$ cat config.mk
export PLATFORM = sky130hd
export DESIGN_NAME = uart_irq_ident
export DESIGN_NICKNAME = d
export VERILOG_FILES = /design/src/rtl/uart_irq_ident.sv
export SDC_FILE = /design/constraint.sdc
export NUM_CORES = 1
export LEC_CHECK = 0
export ABC_CLOCK_PERIOD_IN_PS = 3400
export BUFFER_PORTS_ARGS = -buffer_cell sky130_fd_sc_hd__buf_2
export CORE_AREA = 4 4 41 43
export CTS_CLUSTER_DIAMETER = 120
export DETAILED_ROUTE_END_ITERATION = 7
export DIE_AREA = 0 0 45 47
export PLACE_DENSITY = 0.76
export SLEW_MARGIN = 20
export SYNTH_ARGS = -nofsm -noshare
export SYNTH_HDL_FRONTEND = slang
export SYNTH_SLANG_ARGS = --single-unit
$ cat constraint.sdc
create_clock -name clk -period 3.4 [get_ports clk]
set_input_delay 0 -clock clk [delete_from_list [all_inputs] [get_ports clk]]
set_output_delay 0 -clock clk [all_outputs]
set_load 0.01 [all_outputs]
$ cat src/rtl/uart_irq_ident.sv
module uart_irq_ident #(
  parameter int FIFO_DEPTH = 16,
  localparam int LW = $clog2(FIFO_DEPTH + 1)
) (
  input  logic          clk,
  input  logic          rst_n,
  input  logic [3:0]    int_en,
  input  logic          fifo_on,
  input  logic [1:0]    trig_sel,
  input  logic [LW-1:0] rx_level,
  input  logic          rx_timeout,
  input  logic          rx_err,
  input  logic          thr_empty,
  input  logic          modem_chg,
  input  logic          rd_ident,
  input  logic          rd_line,
  input  logic          rd_modem,
  input  logic          wr_hold,
  input  logic          out_en,
  output logic [7:0]    ident,
  output logic          irq
);

  localparam logic [3:0] ID_LINE  = 4'h6;
  localparam logic [3:0] ID_RXD   = 4'h4;
  localparam logic [3:0] ID_TOUT  = 4'hC;
  localparam logic [3:0] ID_THRE  = 4'h2;
  localparam logic [3:0] ID_MODEM = 4'h0;
  localparam logic [3:0] ID_NONE  = 4'h1;

  logic line_q, modem_q, thre_q, empty_q, en1_q;
  logic [LW-1:0] thresh;
  logic rx_hit, line_act, rx_act, to_act, thre_act, modem_act;
  logic thre_set, thre_clr;
  logic [3:0] id;

  always_comb begin
    if (!fifo_on) thresh = LW'(1);
    else begin
      case (trig_sel)
        2'b00:   thresh = LW'(1);
        2'b01:   thresh = LW'(4);
        2'b10:   thresh = LW'(8);
        default: thresh = LW'(14);
      endcase
    end
  end

  assign rx_hit    = rx_level >= thresh;
  assign line_act  = line_q  & int_en[2];
  assign rx_act    = rx_hit  & int_en[0];
  assign to_act    = rx_timeout & int_en[0];
  assign thre_act  = thre_q  & int_en[1];
  assign modem_act = modem_q & int_en[3];

  always_comb begin
    if      (line_act)  id = ID_LINE;
    else if (rx_act)    id = ID_RXD;
    else if (to_act)    id = ID_TOUT;
    else if (thre_act)  id = ID_THRE;
    else if (modem_act) id = ID_MODEM;
    else                id = ID_NONE;
  end

  assign ident = {{2{fifo_on}}, 2'b00, id};
  assign irq   = out_en & ~id[0];

  assign thre_set = (thr_empty & ~empty_q) | (thr_empty & int_en[1] & ~en1_q);
  assign thre_clr = wr_hold | (rd_ident & (id == ID_THRE));

  always_ff @(posedge clk or negedge rst_n) begin
    if (!rst_n) begin
      line_q  <= 1'b0;
      modem_q <= 1'b0;
      thre_q  <= 1'b0;
      empty_q <= 1'b1;
      en1_q   <= 1'b0;
    end else begin
      empty_q <= thr_empty;
      en1_q   <= int_en[1];
      if (rx_err)       line_q <= 1'b1;
      else if (rd_line) line_q <= 1'b0;
      if (modem_chg)     modem_q <= 1'b1;
      else if (rd_modem) modem_q <= 1'b0;
      if (thre_set)      thre_q <= 1'b1;
      else if (thre_clr) thre_q <= 1'b0;
    end
  end

  p_pend_low_r1: assert property (@(posedge clk) disable iff (!rst_n)
    irq |-> !ident[0]);
  p_gate_r6: assert property (@(posedge clk) disable iff (!rst_n)
    !out_en |-> !irq);
  p_line_top_r4: assert property (@(posedge clk) disable iff (!rst_n)
    (line_q && int_en[2]) |-> (ident[3:0] == 4'h6));
  p_idle_code_r3: assert property (@(posedge clk) disable iff (!rst_n)
    ident[0] |-> (ident[3:1] == 3'b000));
  p_line_hold_r10: assert property (@(posedge clk) disable iff (!rst_n)
    (line_q && !rd_line) |=> line_q);
  p_modem_clear_r11: assert property (@(posedge clk) disable iff (!rst_n)
    (rd_modem && !modem_chg) |=> !modem_q);
  p_thre_clear_r9: assert property (@(posedge clk) disable iff (!rst_n)
    (wr_hold && !thre_set) |=> !thre_q);

endmodule

==> implementation parameters, run 1 <==
Parameter                              Value

Status
  Status    completed

Logic synthesis
  Cell type contributing the most total cell area after synthesis    sky130_fd_sc_hd__dfrtp_1
  Cell area after technology mapping    437 um2
  Register area share after synthesis    28.9%
  Average size of a mapped cell    8.40 um2
  Synthesis warning total    0
  Post-Synthesis Cells    52
  Fraction of synthesis flops using an asynchronous set or reset pin    100%
  Number of enable-type register cells in the synthesized netlist    0
  Flip-flop and latch count after synthesis    5
  Share of the synthesized area in the top cell type    22.9%
  Count leader, synth    sky130_fd_sc_hd__nand2_1
  Largest cells by area after synthesis    sky130_fd_sc_hd__dfrtp_1 (23%), sky130_fd_sc_hd__ha_1 (11%), sky130_fd_sc_hd__nand2_1 (7.7%)
  Dominant register cell in the synthesized netlist    sky130_fd_sc_hd__dfrtp_1
  Synth top cells by count    sky130_fd_sc_hd__nand2_1 (9), sky130_fd_sc_hd__o21ai_0 (5)
  Distinct cells, synth    22

Die
  Die outline area    2120 um2
  Top-Level Pins    32
  Count of standard-cell rows    13
  Placeable core region    1300 um2
  Initial cell density of the core    33.6%
  Die height    47 um
  X dimension of the die    45 um

Detailed routing
  Metal3 WL    97 um
  Top layer in use    met4
  Wire length on met1    434 um
  Number of DRC markers after the initial detailed-route iteration    4
  Antenna-violating nets left    0
  TritonRoute pass-1 iters    3
  Final wirelength    1190 um
  Via density per instance    4.62
  DRC Markers    0
  Total via count in the routed design    471
  Met2 wirelength from detailed routing    625 um
  Avg WL per Cell    11.6 um

Power
  Peak supply drop    0.173 mV
  Total leakage power    0.346 nW
  Power after layout    0.201 mW
  P per Cell Area    309 nW/um2

STA
  Total setup violations reported at the end of the flow    0
  Sum of negative setup slack    0 ns
  F_max    0.637 GHz
  Share of the clock period used by the worst path    46.1%
  Unrepaired setup endpoints after global routing    no
  Max-slew violations    0
  Final Critical Period    1.57 ns
  Total count of hold-check failures in the final report    0
  Post-route clock skew    0.00742 ns

CTS
  H-tree levels    1
  Total setup buffers inserted after CTS    0
  Post_cts resized    0
  Number of buffers on the longest clock path    2
  Clock network latency to the later pin of the worst-skew pair    0.25 ns
  Number of buffers created by CTS    3
  Clk slew on worst S/H paths    0.05 ns
  Sinks on Clock Net    5
  TritonCTS clock tree    yes
  Clk Tree Root Cell    sky130_fd_sc_hd__clkbuf_4

Worst hold path
  Worst hold path type    input pin to register

Global routing
  Aggregate global routing overflow    0
  Combined global-route utilization of all metal layers    14.0%
  Wire length of the first global-routing pass    2060 um
  Initial antenna violation count    0
  Pin count of the biggest net entering global routing    7
  Vias in the first global route    478

Layout
  Growth of design area from synthesis to finish    49.0%
  Number of antenna repair diodes    0
  Post-route standard cell area excluding fillers    651 um2
  Number of nets in the finished design    115
  Share of cells above drive strength 1    43.7%

Worst setup path
  Reg-to-reg slack, setup    2.07 ns
  Highest-delay cell along the critical path    sky130_fd_sc_hd__dfrtp_1
  Cell-by-cell trace of the critical path    a2111oi_4 -> o211ai_2 -> a21oi_2 -> nor2b_1 -> buf_2
  CP peak stage delay    0.43 ns
  Worst Path Arrival    1.57 ns
  Required time worst endpoint    3.40 ns
  Crit Path Class    register to output port
  Endpoint type of the worst setup path    output port
  Critical path peak fanout    4
  Critical path startpoint category    register

Placed design
  Number of buffers inserted by port buffering    29
  Final weighted congestion in routability-driven placement    0.689
  HPWL reported at the end of detailed placement    941 um
  Placed Area    574 um2

Job
  Max-capacitance violation count    0
## layout make-up
class	instances	area [um2]
timing repair buffer	34	195
sequential	5	126
inverter	4	15.0
multi-input combinational	40	269
tap	15	18.8
fill	137	651
clock buffer	4	26.3
## worst max-delay path, delay by kind of cell (launching register included)
kind / cells / cell delay, ns
buffers and inverters: 1 / 0.13
and+or+nand+nor: 1 / 0.05
DFF: 1 / 0.43
AOI/OAI and AO/OA: 3 / 0.70
## through the flow
step	utilization [%]	std cells	hold slack, ns	setup slack [ns]
2_1_floorplan	-	53	-0.296	2.18
3_3_place_gp	44.1	93	-0.186	2.00
3_5_place_dp	44.1	93	-0.183	1.94
4_1_cts	50.0	102	0.0175	1.81
5_1_grt	50.0	102	0.0428	1.68
6_report	50.0	102	0.0106	1.83
## cells in the final DEF, fill, tap and decap left out, types with 2 or more instances in the layout
cell type,Yosys,layout
sky130_fd_sc_hd__nor2_1,3,3
sky130_fd_sc_hd__inv_1,4,4
sky130_fd_sc_hd__clkbuf_4,0,3
sky130_fd_sc_hd__nor2b_1,2,2
sky130_fd_sc_hd__ha_1,4,4
sky130_fd_sc_hd__o21ai_0,5,5
sky130_fd_sc_hd__a21o_1,2,2
sky130_fd_sc_hd__a21oi_1,3,3
sky130_fd_sc_hd__buf_2,0,29
sky130_fd_sc_hd__nand2_1,9,9
sky130_fd_sc_hd__dlygate4sd3_1,0,5
sky130_fd_sc_hd__conb_1,1,2
sky130_fd_sc_hd__dfrtp_1,4,4
## power breakdown
| group | internal (mW) | total (mW) | switching [mW] |
|---|---|---|---|
| registers | 0.0642 | 0.0671 | 0.00293 |
| logic | 0.0301 | 0.0605 | 0.0304 |
| clock network | 0.0447 | 0.0736 | 0.0289 |
| total | 0.139 | 0.201 | 0.0622 |
## state kept, by name, summed over array words and instances (netlist names)
register and flops:
line_q 1, modem_q 1, en1_q 1, empty_q 1, thre_q 1
## timing repair
item                       4_1_cts  5_1_grt
setup endpoints to repair        0        0
hold buffers                     5        0
hold endpoints to repair         9        0
## worst paths after layout
path | from | endpoint | cells past startpoint
min in group asynchronous | rst_n | en1_q | 2
hold / removal | rd_modem | modem_q | 3
hold reg to reg | modem_q | modem_q | 1
max in group asynchronous | rst_n | empty_q | 2
setup reg to reg | line_q | thre_q | 4
setup / recovery | line_q | irq | 5
## kinds of logic after synthesis
logic type	count (synthesis)	share of synthesized area, %
other	1	0.859
AND/OR/NAND/NOR	18	19.5
flip-flops	5	28.9
buffers and inverters	8	10.3
adder cells (fa/ha/maj)	4	11.5
AO/OA/AOI/OAI	16	28.9
## per-layer routing
metal,global-route usage (%),vias to the layer above
met5,0,-
met4,10.5,0
met3,3.07,3
met2,24.9,22
met1,14.3,203
li1,-,243
Note: power is estimated with default switching activity, not from simulation.
==> run 2, diff against run 1 <==
- ABC_AREA: not set -> 1
- ABC_CLOCK_PERIOD_IN_PS: 3400 -> 1600
- PLACE_DENSITY: 0.76 -> 0.77
- clock period: 3.4 -> 1.6 ns (I/O delays scaled with it)
==> implementation parameters, run 2 <==
Parameter                              Value

Status
  Status    completed

Worst setup path
  Required time worst endpoint    1.60 ns
  Crit-path most repeated cell    sky130_fd_sc_hd__nand2_1
  Crit Path Class    input pin to output port
  Worst Path Arrival    1.22 ns
  Cell count of the worst reg-to-reg path    3
  CP peak stage delay    0.54 ns
  Critical path peak fanout    3
  Highest-delay cell along the critical path    sky130_fd_sc_hd__dlygate4sd3_1
  Endpoint type of the worst setup path    output port
  Cell-by-cell trace of the critical path    dlygate4sd3_1 -> buf_2 -> nand2_1 -> nand2_1 -> nor2_1 -> nand3_2 -> nand2_1 -> inv_1 -> buf_2
  Critical path startpoint category    input pin

Detailed routing
  Final wirelength    943 um
  Avg WL per Cell    8.06 um
  TritonRoute pass-1 iters    4
  DRC Markers    0
  Antenna-violating nets left    0
  Number of DRC markers after the initial detailed-route iteration    1
  Via density per instance    4.07
  Total via count in the routed design    476

STA
  Hold Worst Slack    0.0945 ns
  Post-route clock skew    0.00324 ns
  Final setup slack of the worst path    0.383 ns
  Total count of hold-check failures in the final report    0
  Sum of negative setup slack    0 ns
  Unrepaired setup endpoints after global routing    no
  Final Critical Period    1.22 ns
  F_max    0.822 GHz
  Share of the clock period used by the worst path    76.0%
  Total setup violations reported at the end of the flow    0
  Max-slew violations    0

Placed design
  HPWL reported at the end of detailed placement    843 um
  Total placed cells including tap cells    105
  Final weighted congestion in routability-driven placement    0.797
  Post-Place Setup Slack    0.394 ns
  Number of buffers inserted by port buffering    29

Die
  Placeable core region    1300 um2
  Initial cell density of the core    34.2%
  Die outline area    2120 um2
  Top-Level Pins    32
  X dimension of the die    45 um
  Die height    47 um
  Count of standard-cell rows    13

Logic synthesis
  Register area share after synthesis    28.4%
  Number of enable-type register cells in the synthesized netlist    0
  Cell type contributing the most total cell area after synthesis    sky130_fd_sc_hd__dfrtp_1
  Distinct cells, synth    18
  Post-Synthesis Cells    64
  Flip-flop and latch count after synthesis    5
  Fraction of synthesis flops using an asynchronous set or reset pin    100%
  Largest cells by area after synthesis    sky130_fd_sc_hd__dfrtp_1 (22%), sky130_fd_sc_hd__nand2_1 (14%), sky130_fd_sc_hd__inv_1 (12%)
  Dominant register cell in the synthesized netlist    sky130_fd_sc_hd__dfrtp_1
  Average size of a mapped cell    6.96 um2
  Share of the synthesized area in the top cell type    22.5%
  Synth top cells by count    sky130_fd_sc_hd__nand2_1 (17), sky130_fd_sc_hd__inv_1 (14), sky130_fd_sc_hd__nor2_1 (5)
  Cell area after technology mapping    445 um2
  Count leader, synth    sky130_fd_sc_hd__nand2_1
  Synthesis warning total    0

Power
  Total leakage power    0.424 nW
  Power after layout    0.416 mW
  P per Cell Area    603 nW/um2
  Peak supply drop    0.389 mV

Global routing
  Aggregate global routing overflow    0
  Met2 global-route usage    15.3%
  Busiest metal layer after global routing    met2
  Wire length of the first global-routing pass    1520 um
  Pin count of the biggest net entering global routing    7
  GR met3 Demand/Resource    2.30%
  Vias in the first global route    429
  Initial antenna violation count    0
  Met1 track demand over resource in global routing    12.2%
  Combined global-route utilization of all metal layers    9.69%

CTS
  Sinks on Clock Net    5
  Clock network latency to the later pin of the worst-skew pair    0.24 ns
  Total setup buffers inserted after CTS    0
  Number of buffers on the longest clock path    2
  Post_cts resized    0
  TritonCTS clock tree    yes
  H-tree levels    1
  Number of buffers created by CTS    3
  Clk slew on worst S/H paths    0.04 ns
  Clk Tree Root Cell    sky130_fd_sc_hd__clkbuf_4

Layout
  Number of filler cells placed in the layout    136
  Most frequent standard cell in the layout excluding fill and tap cells    sky130_fd_sc_hd__buf_2
  Number of antenna repair diodes    0
  Share of cells above drive strength 1    37.3%
  Growth of design area from synthesis to finish    54.8%
  Number of nets in the finished design    130
  Number of cells in the finished layout apart from fillers    117
  Highest-count cells in the layout ignoring fill and taps    sky130_fd_sc_hd__buf_2 (29), sky130_fd_sc_hd__nand2_1 (17), sky130_fd_sc_hd__inv_1 (14), sky130_fd_sc_hd__dlygate4sd3_1 (8), sky130_fd_sc_hd__nor2_1 (5)

Worst hold path
  Worst hold path type    input pin to async pin

Job
  Max-capacitance violation count    0
==> run 2: cell count changes in the layout (fill, tap and decap cells not counted), sizes merged, moves of 3 or more <==
cell,change
a21o,-3
inv,+10
nand2,+10
dlygate4sd3,+3
o21ai,-3
nand3,+3
a21oi,-3
==> run 2: final cells by class <==
class                   count  area (um2)  area share (%)
multi-input cells          42         240            34.8
repair buffers             37         225            32.7
flip-flops and latches      5         126            18.3
inverters                  14        52.6            7.62
clock buffers               4        26.3            3.81
well taps                  15        18.8            2.72
==> run 2: timing repair <==
action                                  4_1_cts  5_1_grt
hold buffers                                  8        0
endpoints found under the setup margin        0        0
endpoints found under the hold margin        10        0
==> run 2: through the flow <==
step	util (%)	area [um2]
after detailed placement	44.8	583
after global placement	44.8	583
after CTS	53.0	689
final	53.0	689
after global routing	53.0	689
after floorplan	-	449
==> run 2: worst max-delay path: cells and delay by family <==
family	cells	cell delay (ns)
buf+inv	4	0.83
simple gates	5	0.38
==> run 2: routing by layer <==
layer | up-vias | wire length, um
met5 | - | 0
met4 | 0 | 0
met3 | 0 | 77
met2 | 19 | 474
met1 | 193 | 391
li1 | 264 | -
==> run 2: kinds of logic (layout without fill, tap and decap cells) <==
family / Yosys count / after routing / synth area share, %
and+or+nand+nor: 30 / 30 / 31.7
buffers and inverters: 18 / 55 / 18.5
adders and majority gates: 4 / 4 / 11.2
DFF: 5 / 5 / 28.4
other: 1 / 2 / 0.842
AOI/OAI and AO/OA: 6 / 6 / 9.27
==> run 2: path summary, 6_finish.rpt <==
path	startpoint	endpoint	slack (ns)
worst max-delay path	int_en[1]	irq	0.38
worst max register to register	line_q	line_q	0.45
worst min register to register	en1_q	thre_q	0.51
min in group clk	int_en[0]	thre_q	0.11
worst min-delay path	rst_n	thre_q	0.09
max in group asynchronous	rst_n	empty_q	1.29
==> run 2: power breakdown <==
group	total (mW)	leakage, nW	internal, mW	switching (mW)
Combinational	0.133	0.354	0.0679	0.0655
Sequential	0.140	0.0555	0.137	0.00306
Clock	0.143	0.0150	0.0941	0.0487
